## src/rtl/ccd_tg_pkg.sv

```systemverilog
`timescale 1ns/1ps
package ccd_tg_pkg;
    localparam int FLD_W = 4;
    localparam int PH_W  = 4;

    localparam int EN_PHI1 = 0;
    localparam int EN_PHI2 = 1;
    localparam int EN_RS   = 2;
    localparam int EN_TR   = 3;

    typedef struct packed {
        logic [FLD_W-1:0] rs_width;
        logic [FLD_W-1:0] rs_pos;
        logic [FLD_W-1:0] sr_pos;
        logic [FLD_W-1:0] ss_pos;
        logic [FLD_W-1:0] tr_width;
        logic [FLD_W-1:0] guard;
        logic [FLD_W-1:0] dummy;
        logic [FLD_W-1:0] ob;
        logic [3:0]       en;
        logic             rs_inv;
        logic             tr_inv;
        logic             clk_inv;
        logic             sig_inv;
    } tg_cfg_t;

    typedef enum logic [1:0] {
        ST_LEAD  = 2'd0,
        ST_XFER  = 2'd1,
        ST_TRAIL = 2'd2,
        ST_PIX   = 2'd3
    } seq_st_e;

    typedef enum logic [1:0] {
        RG_NONE   = 2'd0,
        RG_DUMMY  = 2'd1,
        RG_OB     = 2'd2,
        RG_ACTIVE = 2'd3
    } region_e;

    // true when phase lies in [start, start+len_m1] without wrapping
    function automatic logic in_window(input logic [PH_W-1:0] ph,
                                       input logic [PH_W-1:0] start,
                                       input logic [FLD_W-1:0] len_m1);
        logic [PH_W:0] off;
        off = {1'b0, ph} - {1'b0, start};
        return (ph >= start) && (off <= {1'b0, len_m1});
    endfunction
endpackage

```

## src/rtl/ccd_line_seq.sv

```systemverilog
`timescale 1ns/1ps
module ccd_line_seq
    import ccd_tg_pkg::*;
#(
    parameter int CNT_W      = 8,
    parameter int PIX_W      = 8,
    parameter int ACTIVE_PIX = 8,
    parameter int TR_MIN     = 20,
    parameter int GUARD_MIN  = 20
) (
    input  logic              clk,
    input  logic              rst,
    input  tg_cfg_t           cfg_in,
    output tg_cfg_t           cfg_act,
    output seq_st_e           st,
    output logic [PH_W-1:0]   phase,
    output logic [PIX_W-1:0]  pix,
    output logic              line_start
);
    logic [CNT_W-1:0] cnt;
    logic [CNT_W-1:0] guard_last;
    logic [CNT_W-1:0] xfer_last;
    logic [PIX_W-1:0] pix_last;
    logic             line_end;

    always_comb begin
        guard_last = CNT_W'(GUARD_MIN) + CNT_W'(cfg_act.guard) - CNT_W'(1);
        xfer_last  = CNT_W'(TR_MIN) + CNT_W'(cfg_act.tr_width) - CNT_W'(1);
        pix_last   = PIX_W'(cfg_act.dummy) + PIX_W'(cfg_act.ob) + PIX_W'(ACTIVE_PIX - 1);
        line_end   = (st == ST_PIX) && (&phase) && (pix == pix_last);
        line_start = (st == ST_LEAD) && (cnt == '0);
    end

    always_ff @(posedge clk) begin
        if (rst) begin
            st      <= ST_LEAD;
            cnt     <= '0;
            phase   <= '0;
            pix     <= '0;
            cfg_act <= cfg_in;
        end else begin
            unique case (st)
                ST_LEAD: begin
                    if (cnt == guard_last) begin
                        st  <= ST_XFER;
                        cnt <= '0;
                    end else begin
                        cnt <= cnt + CNT_W'(1);
                    end
                end
                ST_XFER: begin
                    if (cnt == xfer_last) begin
                        st  <= ST_TRAIL;
                        cnt <= '0;
                    end else begin
                        cnt <= cnt + CNT_W'(1);
                    end
                end
                ST_TRAIL: begin
                    if (cnt == guard_last) begin
                        st    <= ST_PIX;
                        cnt   <= '0;
                        phase <= '0;
                        pix   <= '0;
                    end else begin
                        cnt <= cnt + CNT_W'(1);
                    end
                end
                ST_PIX: begin
                    phase <= phase + PH_W'(1);
                    if (&phase) begin
                        if (line_end) begin
                            st      <= ST_LEAD;
                            pix     <= '0;
                            cfg_act <= cfg_in;
                        end else begin
                            pix <= pix + PIX_W'(1);
                        end
                    end
                end
                default: st <= ST_LEAD;
            endcase
        end
    end

    // shadow configuration only moves at a line boundary
    a_r9_cfg_hold: assert property (@(posedge clk) disable iff (rst)
        !line_end |=> $stable(cfg_act));

    // the transfer pulse is entered only from the leading guard
    a_r4_xfer_order: assert property (@(posedge clk) disable iff (rst)
        (st == ST_XFER) |-> ($past(st) == ST_LEAD || $past(st) == ST_XFER));

    // line start lasts a single cycle
    a_r10_start_single: assert property (@(posedge clk) disable iff (rst)
        line_start |=> !line_start);
endmodule

```

## src/rtl/ccd_pix_decode.sv

```systemverilog
`timescale 1ns/1ps
module ccd_pix_decode
    import ccd_tg_pkg::*;
#(
    parameter int PIX_W = 8
) (
    input  logic              clk,
    input  logic              rst,
    input  seq_st_e           st,
    input  logic [PH_W-1:0]   phase,
    input  logic [PIX_W-1:0]  pix,
    input  logic [FLD_W-1:0]  rs_pos,
    input  logic [FLD_W-1:0]  rs_width,
    input  logic [FLD_W-1:0]  sr_pos,
    input  logic [FLD_W-1:0]  ss_pos,
    input  logic [FLD_W-1:0]  dummy,
    input  logic [FLD_W-1:0]  ob,
    output logic              phi_lvl,
    output logic              rs_act,
    output logic              tr_act,
    output logic              sr,
    output logic              ss,
    output region_e           region
);
    localparam int PW1 = PIX_W + 1;

    logic          in_pix;
    logic [PW1-1:0] dmy_end;
    logic [PW1-1:0] ob_end;

    always_comb begin
        in_pix  = (st == ST_PIX);
        phi_lvl = in_pix ? ~phase[PH_W-1] : 1'b1;
        tr_act  = (st == ST_XFER);
        rs_act  = in_pix && in_window(phase, rs_pos, rs_width);
        sr      = in_pix && (phase == sr_pos);
        ss      = in_pix && (phase == ss_pos);
        dmy_end = PW1'(dummy);
        ob_end  = dmy_end + PW1'(ob);
        if (!in_pix)
            region = RG_NONE;
        else if (PW1'(pix) < dmy_end)
            region = RG_DUMMY;
        else if (PW1'(pix) < ob_end)
            region = RG_OB;
        else
            region = RG_ACTIVE;
    end

    // each strobe is a single cycle per pixel period
    a_r3_sr_single: assert property (@(posedge clk) disable iff (rst)
        sr |=> !sr);
    a_r3_ss_single: assert property (@(posedge clk) disable iff (rst)
        ss |=> !ss);
endmodule

```

## src/rtl/ccd_out_drive.sv

```systemverilog
`timescale 1ns/1ps
module ccd_out_drive
    import ccd_tg_pkg::*;
(
    input  logic       phi_lvl,
    input  logic       rs_act,
    input  logic       tr_act,
    input  logic [3:0] en,
    input  logic       rs_inv,
    input  logic       tr_inv,
    input  logic       clk_inv,
    output logic       phi1,
    output logic       phi2,
    output logic       rs,
    output logic       tr
);
    logic g1, g2;

    always_comb begin
        g1   = phi_lvl & en[EN_PHI1];
        g2   = ~phi_lvl & en[EN_PHI2];
        // inverted clocks swap pins so the sensor still sees phase order
        phi1 = clk_inv ? ~g2 : g1;
        phi2 = clk_inv ? ~g1 : g2;
        rs   = (rs_act & en[EN_RS]) ^ rs_inv;
        tr   = (tr_act & en[EN_TR]) ^ tr_inv;
    end
endmodule

```

## src/rtl/ccd_timing_gen.sv

```systemverilog
`timescale 1ns/1ps
module ccd_timing_gen
    import ccd_tg_pkg::*;
#(
    parameter int CNT_W      = 8,
    parameter int PIX_W      = 8,
    parameter int ACTIVE_PIX = 8,
    parameter int TR_MIN     = 20,
    parameter int GUARD_MIN  = 20
) (
    input  logic       clk,
    input  logic       rst,
    input  logic [3:0] cfg_rs_width,
    input  logic [3:0] cfg_rs_pos,
    input  logic [3:0] cfg_sr_pos,
    input  logic [3:0] cfg_ss_pos,
    input  logic [3:0] cfg_tr_width,
    input  logic [3:0] cfg_guard,
    input  logic [3:0] cfg_dummy,
    input  logic [3:0] cfg_ob,
    input  logic [3:0] cfg_en,
    input  logic       cfg_rs_inv,
    input  logic       cfg_tr_inv,
    input  logic       cfg_clk_inv,
    input  logic       cfg_sig_inv,
    output logic       phi1,
    output logic       phi2,
    output logic       rs,
    output logic       tr,
    output logic       sr,
    output logic       ss,
    output logic [1:0] region,
    output logic       line_start,
    output logic       sig_pol
);
    tg_cfg_t          cfg_in, cfg_act;
    seq_st_e          st;
    logic [PH_W-1:0]  phase;
    logic [PIX_W-1:0] pix;
    logic             phi_lvl, rs_act, tr_act;
    region_e          region_e_w;

    always_comb begin
        cfg_in.rs_width = cfg_rs_width;
        cfg_in.rs_pos   = cfg_rs_pos;
        cfg_in.sr_pos   = cfg_sr_pos;
        cfg_in.ss_pos   = cfg_ss_pos;
        cfg_in.tr_width = cfg_tr_width;
        cfg_in.guard    = cfg_guard;
        cfg_in.dummy    = cfg_dummy;
        cfg_in.ob       = cfg_ob;
        cfg_in.en       = cfg_en;
        cfg_in.rs_inv   = cfg_rs_inv;
        cfg_in.tr_inv   = cfg_tr_inv;
        cfg_in.clk_inv  = cfg_clk_inv;
        cfg_in.sig_inv  = cfg_sig_inv;
    end

    ccd_line_seq #(
        .CNT_W(CNT_W), .PIX_W(PIX_W), .ACTIVE_PIX(ACTIVE_PIX),
        .TR_MIN(TR_MIN), .GUARD_MIN(GUARD_MIN)
    ) u_seq (
        .clk(clk), .rst(rst), .cfg_in(cfg_in), .cfg_act(cfg_act),
        .st(st), .phase(phase), .pix(pix), .line_start(line_start)
    );

    ccd_pix_decode #(.PIX_W(PIX_W)) u_dec (
        .clk(clk), .rst(rst), .st(st), .phase(phase), .pix(pix),
        .rs_pos(cfg_act.rs_pos), .rs_width(cfg_act.rs_width),
        .sr_pos(cfg_act.sr_pos), .ss_pos(cfg_act.ss_pos),
        .dummy(cfg_act.dummy), .ob(cfg_act.ob),
        .phi_lvl(phi_lvl), .rs_act(rs_act), .tr_act(tr_act),
        .sr(sr), .ss(ss), .region(region_e_w)
    );

    ccd_out_drive u_drv (
        .phi_lvl(phi_lvl), .rs_act(rs_act), .tr_act(tr_act),
        .en(cfg_act.en), .rs_inv(cfg_act.rs_inv), .tr_inv(cfg_act.tr_inv),
        .clk_inv(cfg_act.clk_inv),
        .phi1(phi1), .phi2(phi2), .rs(rs), .tr(tr)
    );

    assign region  = region_e_w;
    assign sig_pol = cfg_act.sig_inv;

    // shift clocks hold still outside the pixel section
    a_r4_phi_frozen: assert property (@(posedge clk) disable iff (rst)
        (st != ST_PIX && $past(st) != ST_PIX) |-> ($stable(phi1) && $stable(phi2)));

    // region is nonzero exactly while strobes may fire
    a_r8_strobe_region: assert property (@(posedge clk) disable iff (rst)
        (sr || ss) |-> (region != 2'd0));
endmodule

```

## config.mk

```make
export PLATFORM = sky130hd
export DESIGN_NAME = ccd_timing_gen
export DESIGN_NICKNAME = d
export VERILOG_FILES = /design/src/rtl/ccd_tg_pkg.sv /design/src/rtl/ccd_line_seq.sv /design/src/rtl/ccd_pix_decode.sv /design/src/rtl/ccd_out_drive.sv /design/src/rtl/ccd_timing_gen.sv
export SDC_FILE = /design/constraint.sdc
export NUM_CORES = 1
export LEC_CHECK = 0
export ABC_CLOCK_PERIOD_IN_PS = 8680
export BUFFER_PORTS_ARGS = -buffer_cell sky130_fd_sc_hd__buf_4
export CORE_MARGIN = 2
export CORE_UTILIZATION = 45
export DETAILED_ROUTE_END_ITERATION = 10
export GPL_ROUTABILITY_DRIVEN = 0
export HOLD_SLACK_MARGIN = 0.05
export PLACE_DENSITY = 0.64
export SYNTH_ARGS = -nofsm -noshare
export SYNTH_HDL_FRONTEND = slang
export SYNTH_HIERARCHICAL = 1
export SYNTH_SLANG_ARGS = --single-unit
```

## constraint.sdc

```tcl
create_clock -name clk -period 8.68 [get_ports clk]
set_input_delay 0 -clock clk [delete_from_list [all_inputs] [get_ports clk]]
set_output_delay 0 -clock clk [all_outputs]
set_load 0.02 [all_outputs]
```

Yosys cells after proc, flatten, opt, wreduce, memory -nomap -nowiden:

Index checks and enable logic that the tools add are counted.

* output and inout bits: 10
* register bits after elaboration: 62
* bits of input ports: 42
* logic and storage cells: 100

* magnitude comparators: 4
* eq/ne operators: 13
* bitwise logic cells: 10
* add/subtract/negate cells: 11
* reduce and logical (&&, ||, !) cells: 20
* multiplexer cells: 25

Operators by type and width (count)
* $mux 40: 4
* $mux 8: 5
* $pmux 8 s2: 2
* $eq 8x8->1: 3
* $add 8x1->8 const B: 2
* $sub 8x1->8 const B: 2
* $mux 2: 7
* $add 5x4->6 const A: 2
* $add 4x4->5: 2
* $reduce_bool 2->1: 5
* $lt 8x9->1: 1
* $add 8x3->8 const B: 1
* $eq 4x4->1: 2
* $logic_not 8->1: 1
* $lt 8x4->1: 1
* $ne 2x2->1 const B: 4
* $pmux 2 s4: 1
* $pmux 4 s2: 1
* $logic_and 1x1->1: 7
* $reduce_and 3->1: 2
* $le 5x4->1: 1
* $reduce_and 5->1: 1
* $sub 4x4->5: 1
* $add 4x1->4 const B: 1
* 13 further kinds: 24

Depth between registers and ports, before layout:

* word-level depth: 8
* depth in mapped cells: 13
* mapped depth without buffers: 12

By module:

Netlist, hierarchy kept.

Modules (own cells, without submodules)
* ccd_line_seq: cells each 287, seq. area each 1641.6 µm², times used 1, area each 3110.5 µm²
* ccd_pix_decode: cells each 82, seq. area each 0.0 µm², times used 1, area each 655.6 µm²
* ccd_out_drive: cells each 9, seq. area each 0.0 µm², times used 1, area each 48.8 µm²

Worst setup path after synthesis:

OpenSTA, ideal clock, no wires.

* kind: register -> register
* start: register u_seq/cfg_act[13] (netlist name)
* end: register u_seq/cfg_act[0] (netlist name)
* buffers on the path: 0
* arrival time: 2.984 ns
* setup slack: 5.300 ns
* stages on the path, launching flop included: 11
* data required time: 8.284 ns
* clock period less this slack: 3.380 ns
* setup time: 0.396 ns
* cells stage by stage: edfxtp_1 > inv_1 > ha_1 > inv_1 > ha_1 > inv_1 > fa_1 > nand2b_1 > a2111oi_0 > or3_1 > a21o_1

* word-level cells in the longest chain between the ends: 6

Ends and longest elaborated chain
* $add 4x4->5: RTL line ccd_line_seq.sv:29 `pix_last = PIX_W'(cfg_act.dummy) + PIX_W'(cfg_act.ob) + PIX_W'(ACTIVE_PIX - 1);`
* $add 8x3->8: RTL line ccd_line_seq.sv:29
* $eq 8x8->1: RTL line ccd_line_seq.sv:30 `line_end = (st == ST_PIX) && (&phase) && (pix == pix_last);`
* $logic_and 1x1->1: RTL line ccd_line_seq.sv:30
* $reduce_bool 2->1 (no line)
* $reduce_and 3->1 (no line)

No other way between the ends.
A chain may end at the register's enable or synchronous reset.

Worst setup path after layout:

* start: register u_seq/cfg_act[13] (netlist name)
* end: register u_seq/cfg_act[22] (netlist name)

* word-level cells in the longest chain between the ends: 6

Ends and longest elaborated chain (RTL line)
* $add 4x4->5: ccd_line_seq.sv:29
* $add 8x3->8: ccd_line_seq.sv:29
* $eq 8x8->1: ccd_line_seq.sv:30
* $logic_and 1x1->1: ccd_line_seq.sv:30
* $reduce_bool 2->1 (no line)
* $reduce_and 3->1 (no line)

No other way between the ends.

==> impl_metrics.toml <==
[pwr]
intPower_mw = 0.6089
ir_worst_vdd_mv = 0.1232
p_per_area_mw_per_mm2 = 166.4
p_sw_mw = 0.2113
p_sw_share_pct = 25.76
power_frac_seq_pct = 42.7
leakage_nw = 2.090
clkPwrFrac_pct = 37.0
power_frac_comb_pct = 20.3

[worst_setup_path]
r2r-end = "u_seq/cfg_act[22]$_DFFE_PP_"
path_buf_inv = 4
endpoint_kind = "register"
reg2reg_from = "u_seq/cfg_act[13]$_DFFE_PP_"
reg2regPathDepth = 11
crit_fanout = 27
cpMostUsedCell = "inv_1"
cp.arrival_ns = 3.52
ff2ff_setup_slack_ns = 5.16
slowest_delay_ns = 0.47
crit_type = "register to register"
required_ns = 8.68
path_cells = "inv_1 > ha_1 > inv_1 > ha_1 > inv_1 > fa_1 > nand2b_1 > a2111oi_0 > or3_1 > a21o_1 > buf_4"
start_kind = "register"
cp_slowest_cell = "a2111oi_0"
cpLargestDelayFamily = "compound AO/OA/AOI/OAI gates"

[clock_tree]
cts-root-buf = "clkbuf_8"
clkLatencyLatePin_ns = 0.33
tritoncts = "done"
clkTransAtPathRegs_ns = 0.07
cts_buffers = 9
post_cts_buffers = 0
ctsHtreeMaxLevel = 3
clock_sinks = 62
clock_path_buffers = 2

[run]
cap_violations = 0

[final_layout]
postLayoutCoreUtil_pct = 59.98
seq_area_mm2 = 0.001642
multi_input_area_mm2 = 0.001979
drive_above_1_share_pct = 15.58
nNetsFinal = 552
syn_to_final_growth_pct = 29.19
antenna_cells = 0
fillCellCount = 685
design_area_mm2 = 0.004928

[global_routing]
grt_pass1_vias = 2870
gr-usage-all-layers_pct = 18.71
antenna_found_initial = 0
grt_overflow = 0
grt_max_degree = 28
grt_pass1_wl_um = 13370

[synth]
synthArstFlopShare_pct = 0
yosys_warnings = 6
syn_nets = 460
postSynthAreaPerCell_um2 = 10.09
yosysSeqAreaShare_pct = 43.03
synth_ff_type = "edfxtp_1"
postSynthCellCount = 378
synth.top_cell.area_share_pct = 31.49
synth_edf_count = 40
ys_types = 56
netlist_area_mm2 = 0.003815
synth.top_cells.by_area = "edfxtp_1 31%, ha_1 12%, dfxtp_1 12%, xnor2_1 3.9%, xor2_1 3.9%"
yosysMostFrequentCell = "edfxtp_1"
synthTopCellsByCount = "40 x edfxtp_1, 37 x ha_1, 36 x inv_1, 24 x nand2_1, 22 x dfxtp_1"
synth_top_cell_by_area = "edfxtp_1"
synth-seq-cells = 62

[hold_path]
holdPathEnd = "u_seq/cfg_act[3]$_DFFE_PP_"
hold_start = "cfg_rs_inv"
holdPathStages = 2
hold_class = "input pin to register"

[run_status]
outcome = "finished clean"

[sta]
fmax_mhz = 284.1
finalClockSkew_ns = 0.006008
holdWs_ns = 0.3753
tightest_slew_ns = 0.6333
slew_headroom_pct = 57.78
maxSlewViolCount = 0
setup_viol = 0
fin_crit_ns = 3.520
fin_tns_setup_ns = 0
rsz0062_at_grt = "no"
fin_crit_sh_pct = 40.55
setup_slack_ns = 5.160
hold_viol_final = 0

[die]
io_pins = 52
start_util_pct = 46.43
die_w_um = 96.08
num_rows = 33
dieArea_mm2 = 0.009230
core_area_mm2 = 0.008217
die_h_um = 96.08

[detailed_routing]
wirelength_um = 7872
drtIter0Drc = 107
drc = 0
vias_per_cell = 5.184
vias = 3007
wire_per_inst_um = 13.57
dr.pass1.iters = 5
postRouteAntennaNets = 0

[place]
pre_cts_slack_ns = 5.148
io_buffers = 51
post_dp_cell_area_mm2 = 0.004282
dp_hpwl_um = 5481
flip-flops by register name (all words and copies together) (netlist names):
name and flops:
u_seq/cnt 8, u_seq/cfg_act 40, u_seq/phase 4, u_seq/st 2
u_seq/pix 8
cell usage in the layout, fill, tap and decap left out, drive strengths merged, types with 3 or more instances in the layout:
| cell | count |
|---|---|
| a21o | 7 |
| nor2 | 17 |
| clkbuf | 9 |
| edfxtp | 40 |
| nand2b | 4 |
| buf | 52 |
| nand3 | 19 |
| nand4b | 6 |
| bufinv | 3 |
| nor2b | 8 |
| or3 | 5 |
| and3 | 6 |
| nand3b | 9 |
| o21ai | 9 |
| ha | 37 |
| nand4 | 3 |
| clkinv | 4 |
| dfxtp | 22 |
| a31oi | 11 |
| dlygate4sd3 | 41 |
| inv | 37 |
| nor3 | 13 |
| xor2 | 17 |
| a21oi | 15 |
| fa | 3 |
| xnor2 | 17 |
| nand2 | 24 |
routing by layer:
metal / vias to the layer above / wire [um] / GRT usage (%)
met4: 0 / 102 / 6.071
li1: 1549 / - / -
met2: 55 / 3894 / 30.73
met3: 8 / 199 / 3.759
met1: 1395 / 3676 / 24.77
met5: - / 0 / 0
per-stage QoR:
step | power (mW) | cells
detailed placement | 0.5070 | 523
global placement | 0.5028 | 523
floorplan | 0.4593 | 378
global route | 0.8630 | 580
CTS | 0.8257 | 580
finish | 0.8201 | 580
cell families (layout without fill, tap and decap cells):
logic type,Yosys count,after routing,share of synthesized area [%]
mux,2,2,0.5575
fa+ha+maj,40,40,13.71
buf+inv,49,146,5.084
simple gates,130,130,19.29
compound gates,61,61,10.53
flops,62,62,43.03
xor+xnor,34,34,7.806
how the worst max path moves through the flow:
stage | from | slack [ns] | depth (start not counted) | to
after global placement | u_seq/cfg_act[13]$_DFFE_PP_ | 5.25 | 11 | u_seq/cfg_act[22]$_DFFE_PP_
final | u_seq/cfg_act[13]$_DFFE_PP_ | 5.16 | 11 | u_seq/cfg_act[22]$_DFFE_PP_
after CTS | u_seq/cfg_act[13]$_DFFE_PP_ | 5.14 | 11 | u_seq/cfg_act[31]$_DFFE_PP_
after floorplan | u_seq/cfg_act[13]$_DFFE_PP_ | 5.30 | 10 | u_seq/cfg_act[0]$_DFFE_PP_
after global routing | u_seq/cfg_act[13]$_DFFE_PP_ | 4.83 | 11 | u_seq/cfg_act[22]$_DFFE_PP_
after detailed placement | u_seq/cfg_act[13]$_DFFE_PP_ | 5.15 | 11 | u_seq/cfg_act[20]$_DFFE_PP_
final cells by class:
cell class	count	area share [%]
Timing Repair Buffer	93	16.25
Multi-Input combinational cell	267	40.16
Clock buffer	9	2.513
Tap cell	105	2.666
Sequential cell	62	33.31
Inverter	37	2.818
Clock inverter	7	2.285
timing repair:
| item | in CTS | in global routing |
|---|---|---|
| hold endpoints to repair | 53 | 0 |
| hold buffers | 41 | 0 |
| resized for setup | 0 | 0 |
power by group through the flow:
| stage | combinational [mW] | clock [mW] | sequential [mW] |
|---|---|---|---|
| after floorplan | 0.109 | 0 | 0.351 |
| after global placement | 0.146 | 0 | 0.357 |
| after detailed placement | 0.150 | 0 | 0.357 |
| after CTS | 0.166 | 0.309 | 0.350 |
| after global routing | 0.187 | 0.323 | 0.353 |
| final | 0.166 | 0.303 | 0.350 |
(Power assumes the default switching activity.)
